[src/rtl/cr_ff_pkg.sv]
package cr_ff_pkg;
  localparam int FIELD_W = 4;
  localparam int SEL_W   = $clog2(FIELD_W);
  localparam logic [1:0] FAILFIRST_CODE = 2'b01;

  typedef enum logic {S_IDLE, S_RUN} seq_state_t;

  typedef struct packed {
    logic             wide;
    logic [SEL_W-1:0] sel;
    logic             inv;
    logic             keep;
  } ff_cfg_t;
endpackage

[src/rtl/cr_ff_cfg.sv]
module cr_ff_cfg
  import cr_ff_pkg::*;
(
  input  logic             clk,
  input  logic             rst_n,
  input  logic             load,
  input  logic             wide_in,
  input  logic [SEL_W-1:0] sel_in,
  input  logic             inv_in,
  input  logic             keep_in,
  output ff_cfg_t          cfg,
  output logic             zero_flag,
  output logic             rc1_flag
);
  ff_cfg_t cfg_q;

  always_ff @(posedge clk or negedge rst_n) begin
    if (!rst_n) begin
      cfg_q <= '0;
    end else if (load) begin
      cfg_q.wide <= wide_in;
      cfg_q.sel  <= sel_in;
      cfg_q.inv  <= inv_in;
      cfg_q.keep <= keep_in;
    end
  end

  assign cfg       = cfg_q;
  assign zero_flag = cfg_q.wide & cfg_q.sel[1];
  assign rc1_flag  = cfg_q.wide & cfg_q.sel[0];
endmodule

[src/rtl/cr_ff_test.sv]
module cr_ff_test
  import cr_ff_pkg::*;
(
  input  ff_cfg_t            cfg,
  input  logic [FIELD_W-1:0] res_field,
  output logic               pass
);
  logic [FIELD_W-1:0] hit;
  logic               picked;

  for (genvar g = 0; g < FIELD_W; g++) begin : g_pick
    assign hit[g] = res_field[g] & (cfg.sel == SEL_W'(g));
  end

  assign picked = cfg.wide ? res_field[0] : |hit;
  assign pass   = (picked == cfg.inv);
endmodule

[src/rtl/cr_ff_ctrl.sv]
module cr_ff_ctrl
  import cr_ff_pkg::*;
#(
  parameter int VL_W = 7
) (
  input  logic            clk,
  input  logic            rst_n,
  input  logic            start,
  input  logic            mode_ok,
  input  logic [VL_W-1:0] vl_in,
  input  logic            keep,
  input  logic            pass,
  input  logic            res_valid,
  output logic            res_ready,
  output logic            accept,
  output logic            wr_en,
  output logic [VL_W-1:0] wr_idx,
  output logic            busy,
  output logic            done,
  output logic [VL_W-1:0] vl_out
);
  seq_state_t      state;
  logic [VL_W-1:0] idx;
  logic [VL_W-1:0] vl_q;
  logic [VL_W-1:0] vl_res;
  logic            done_q;
  logic            hs;
  logic            last;

  assign accept    = start & mode_ok & (state == S_IDLE);
  assign res_ready = (state == S_RUN);
  assign hs        = res_valid & res_ready;
  assign last      = ((idx + VL_W'(1)) == vl_q);

  always_ff @(posedge clk or negedge rst_n) begin
    if (!rst_n) begin
      state  <= S_IDLE;
      idx    <= '0;
      vl_q   <= '0;
      vl_res <= '0;
      done_q <= 1'b0;
    end else begin
      done_q <= 1'b0;
      unique case (state)
        S_IDLE: begin
          if (accept) begin
            if (vl_in == '0) begin
              vl_res <= '0;
              done_q <= 1'b1;
            end else begin
              state <= S_RUN;
              idx   <= '0;
              vl_q  <= vl_in;
            end
          end
        end
        S_RUN: begin
          if (hs) begin
            if (!pass) begin
              vl_res <= keep ? idx + VL_W'(1) : idx;
              done_q <= 1'b1;
              state  <= S_IDLE;
            end else if (last) begin
              vl_res <= vl_q;
              done_q <= 1'b1;
              state  <= S_IDLE;
            end else begin
              idx <= idx + VL_W'(1);
            end
          end
        end
        default: state <= S_IDLE;
      endcase
    end
  end

  assign wr_en  = hs & (pass | keep);
  assign wr_idx = idx;
  assign busy   = (state == S_RUN);
  assign done   = done_q;
  assign vl_out = vl_res;
endmodule

[src/rtl/cr_failfirst_seq.sv]
module cr_failfirst_seq
  import cr_ff_pkg::*;
#(
  parameter int MAX_VL = 64,
  localparam int VL_W  = $clog2(MAX_VL + 1)
) (
  input  logic               clk,
  input  logic               rst_n,
  input  logic               start,
  input  logic [1:0]         mode_sel,
  input  logic [VL_W-1:0]    vl_in,
  input  logic               wide_op,
  input  logic [1:0]         sel,
  input  logic               inv,
  input  logic               keep_fail,
  input  logic               res_valid,
  output logic               res_ready,
  input  logic [3:0]         res_field,
  output logic               wr_en,
  output logic [VL_W-1:0]    wr_idx,
  output logic               busy,
  output logic               done,
  output logic [VL_W-1:0]    vl_out,
  output logic               zero_flag,
  output logic               rc1_flag
);
  ff_cfg_t cfg;
  logic    accept;
  logic    pass;
  logic    mode_ok;

  assign mode_ok = (mode_sel == FAILFIRST_CODE);

  cr_ff_cfg u_cfg (
    .clk       (clk),
    .rst_n     (rst_n),
    .load      (accept),
    .wide_in   (wide_op),
    .sel_in    (sel),
    .inv_in    (inv),
    .keep_in   (keep_fail),
    .cfg       (cfg),
    .zero_flag (zero_flag),
    .rc1_flag  (rc1_flag)
  );

  cr_ff_test u_test (
    .cfg       (cfg),
    .res_field (res_field),
    .pass      (pass)
  );

  cr_ff_ctrl #(.VL_W(VL_W)) u_ctrl (
    .clk       (clk),
    .rst_n     (rst_n),
    .start     (start),
    .mode_ok   (mode_ok),
    .vl_in     (vl_in),
    .keep      (cfg.keep),
    .pass      (pass),
    .res_valid (res_valid),
    .res_ready (res_ready),
    .accept    (accept),
    .wr_en     (wr_en),
    .wr_idx    (wr_idx),
    .busy      (busy),
    .done      (done),
    .vl_out    (vl_out)
  );
endmodule

[config.mk]
export PLATFORM = sky130hd
export DESIGN_NAME = cr_failfirst_seq
export DESIGN_NICKNAME = d
export VERILOG_FILES = /design/src/rtl/cr_ff_pkg.sv /design/src/rtl/cr_ff_cfg.sv /design/src/rtl/cr_ff_test.sv /design/src/rtl/cr_ff_ctrl.sv /design/src/rtl/cr_failfirst_seq.sv
export SDC_FILE = /design/constraint.sdc
export NUM_CORES = 1
export LEC_CHECK = 0
export BUFFER_PORTS_ARGS = -buffer_cell sky130_fd_sc_hd__buf_4
export CAP_MARGIN = 0
export CORE_ASPECT_RATIO = 1.4
export CORE_UTILIZATION = 50
export CTS_BUF_LIST = sky130_fd_sc_hd__clkbuf_8
export DETAILED_ROUTE_END_ITERATION = 12
export HOLD_SLACK_MARGIN = 0.02
export PLACE_DENSITY_LB_ADDON = 0.15
export SYNTH_ARGS = -nofsm -noshare
export SYNTH_HDL_FRONTEND = slang
export SYNTH_SLANG_ARGS = --single-unit
[constraint.sdc]
create_clock -name clk -period 3.7 [get_ports clk]
set_input_delay 0.37 -clock clk [delete_from_list [all_inputs] [get_ports clk]]
set_output_delay 0.37 -clock clk [all_outputs]
set_load 0.05 [all_outputs]
==> out/qor.yml <==
synth_seq_cells: 28
cp.arrival_ns: 2.94
startpoint: "u_ctrl.wr_idx[0]"
fp.dieH_um: 71.4
dieArea_sq_mm: 0.00369
maxUsedRoutingLayer: "met4"
cts_tree: "yes"
grt-ovfl-total: 0
synth_top_area_frac: 0.407
yosysTopAreaCell: "dfrtp_1"
wl_met2_mm: 2.15
period_minus_slack_ns: 2.74
start_util: 0.541
status: "completed"
htree_levels: 1
grt_pass1_wl_mm: 6.72
yosysWarnings: 0
peakVddDrop_mv: 0.712
antenna_cells: 0
syn_avg_cell_area_sq_um: 10.3
post-route-period-util: 0.740
synth_area_leaders: "dfrtp_1 41%, mux2_2 7.2%, xor2_1 5.1%"
hold_class: "in -> reg"
power_mw: 1.80
postPlaceCellArea_sq_mm: 0.00205
vias: 1387
drt_pass1_iterations: 4
syn_area_sq_mm: 0.00172
multi_input_area_sq_um: 921
crit_end: "u_ctrl.vl_out[4]"
drv_slew: 0
r2r_start: "u_ctrl.wr_idx[0]"
fin_area_sq_mm: 0.00211
die_x_um: 51.6
final-hold-violation-count: 0
fin_nets: 230
drive_gt1_frac: 0.335
grt_usage: 0.241
setup_ws_ns: 0.961
r2r-end: "u_ctrl.vl_out[4]"
rows: 24
r2r_cells: 8
synth-main-ff-cell: "dfrtp_1"
insertion_delay_ns: 0.28
rsz0062_at_grt: "no"
syn2layout_area_growth_pct: 22.8
setup.worst_path.class: "reg -> reg"
max_slew_margin: 0.418
route.detailed.drc: 0
wl_met1_mm: 1.64
cp_max_fo: 9
clk_path_buf_depth: 2
n_fill_cell: 268
grt_antenna_before_repair: 0
clock_skew_ns: 0.00699
tritoncts_num_sinks: 28
leakage_nw: 0.976
netlist_instances: 167
tightest_slew_ns: 0.872
clockRootBuffer: "clkbuf_8"
clkSlewWorstSetupHoldPaths_ns: 0.10
synthDistinctLibCells: 45
synth_edf_count: 0
port_buffers: 41
drv_cap: 0
synth_fp_nets: 190
area.sequential_sq_um: 701
crit_required_ns: 3.90
core_sq_mm: 0.00318
wl_per_cell_um: 16.1
grt_pass1_vias: 1411
cts_buffers: 3
pin_count: 42
totalNegativeSetupSlack_ns: 0
grt_max_degree: 29
setup_viol: 0
pwr_density_cell_mw_per_mm2: 853
cp-end-kind: "register"
dp_slack_ns: 1.03
rrSetupSlack_ns: 0.96
hpwl_mm: 3.01
wl_met3_um: 119
fmax_ghz: 0.365
start_kind: "register"
drt_wl_total_mm: 3.95
hp-start: "keep_fail"
avgViaCountPerCell: 5.66
ys_seq_area_frac: 0.407
place_congestion: 0.884
synthArstFlopShare: 1.00
drt_iter0_markers: 20
antenna_left: 0
[layout make-up]
cell class                      instances  share of cell area
Sequential cell                        28               0.331
Clock buffer                            4              0.0260
Timing Repair Buffer                   46               0.164
Tap cell                               39              0.0231
Inverter                               11              0.0195
Multi-Input combinational cell        117               0.436
[cell usage after synthesis (2+ instances only)]
cell / number
dfrtp_1: 28
nand2_1: 19
inv_1: 11
mux2_2: 11
o211ai_1: 11
xor2_1: 10
mux2i_1: 7
nand3_1: 7
xnor2_1: 7
buf_2: 5
clkbuf_1: 4
nor2b_1: 3
nor3_1: 3
or4_1: 3
and3_1: 2
nand3b_1: 2
o2111ai_1: 2
o21ai_0: 2
o32ai_1: 2
o41ai_1: 2
or3_1: 2
[critical path, stage by stage, from the launching register on]
cell	delay (ns)
dfrtp_1	0.52
ha_1	0.35
and3_1	0.25
nand3_1	0.15
xnor2_1	0.28
o31ai_2	0.16
buf_4	0.20
a32oi_4	0.46
mux2i_1	0.27
[layer usage]
layer  global-route usage  vias up
met1                0.299      664
met2                0.446       38
li1                     -      680
met4               0.0360        0
met5                    0        -
met3               0.0297        5
[kinds of logic (layout without fill, tap and decap cells)]
logic type | after synthesis | count (layout) | share of synthesized area
buffers and inverters | 22 | 61 | 0.0581
XOR/XNOR | 17 | 17 | 0.0865
adder cells (fa/ha/maj) | 1 | 1 | 0.00727
multiplexers | 19 | 19 | 0.121
AND/OR/NAND/NOR | 51 | 51 | 0.166
AO/OA/AOI/OAI | 29 | 29 | 0.153
flip-flops | 28 | 28 | 0.407
[cell usage in the layout, fill, tap and decap left out, drive strengths merged, types with 7 or more instances in the layout]
cell type / netlist / final
buf: 7 / 45
dfrtp: 28 / 28
nand2: 19 / 19
mux2: 12 / 12
inv: 11 / 11
o211ai: 11 / 11
xor2: 10 / 10
xnor2: 7 / 7
nand3: 7 / 7
mux2i: 7 / 7
[how the worst min path moves through the flow]
stage          depth (start not counted)                to
4_1_cts                                3      u_cfg.cfg[0]
3_3_place_gp                           1  u_ctrl.wr_idx[4]
3_5_place_dp                           1  u_ctrl.wr_idx[4]
2_1_floorplan                          0      u_cfg.cfg[0]
5_1_grt                                2      u_cfg.cfg[1]
6_report                               3      u_cfg.cfg[0]
[report_power, final]
group | total (mW) | internal [mW] | switching, mW
clock | 0.192 | 0.0954 | 0.0971
combinational | 1.05 | 0.397 | 0.652
sequential | 0.563 | 0.423 | 0.139
total | 1.80 | 0.915 | 0.888
[metrics by stage]
stage / instances / hold slack [ns] / util
finish: 245 / 0.312 / 0.664
global route: 245 / 0.312 / 0.664
CTS: 245 / 0.318 / 0.664
detailed placement: 240 / 0.311 / 0.644
global placement: 240 / 0.306 / 0.644
floorplan: 167 / 0.0744 / -
[flip-flops by register name (all words and copies together) (netlist names)]
| name | flops |
|---|---|
| u_ctrl.vl_out | 7 |
| u_ctrl.busy | 1 |
| u_ctrl.done | 1 |
| u_cfg.cfg | 5 |
| u_ctrl.wr_idx | 7 |
| u_ctrl.vl_q | 7 |
[timing repair]
item	4_1_cts	5_1_grt
endpoints found under the hold margin	28	0
gates resized for setup	0	0
setup buffers	0	0
hold buffers	1	0
Note: power is estimated with default switching activity, not from simulation.
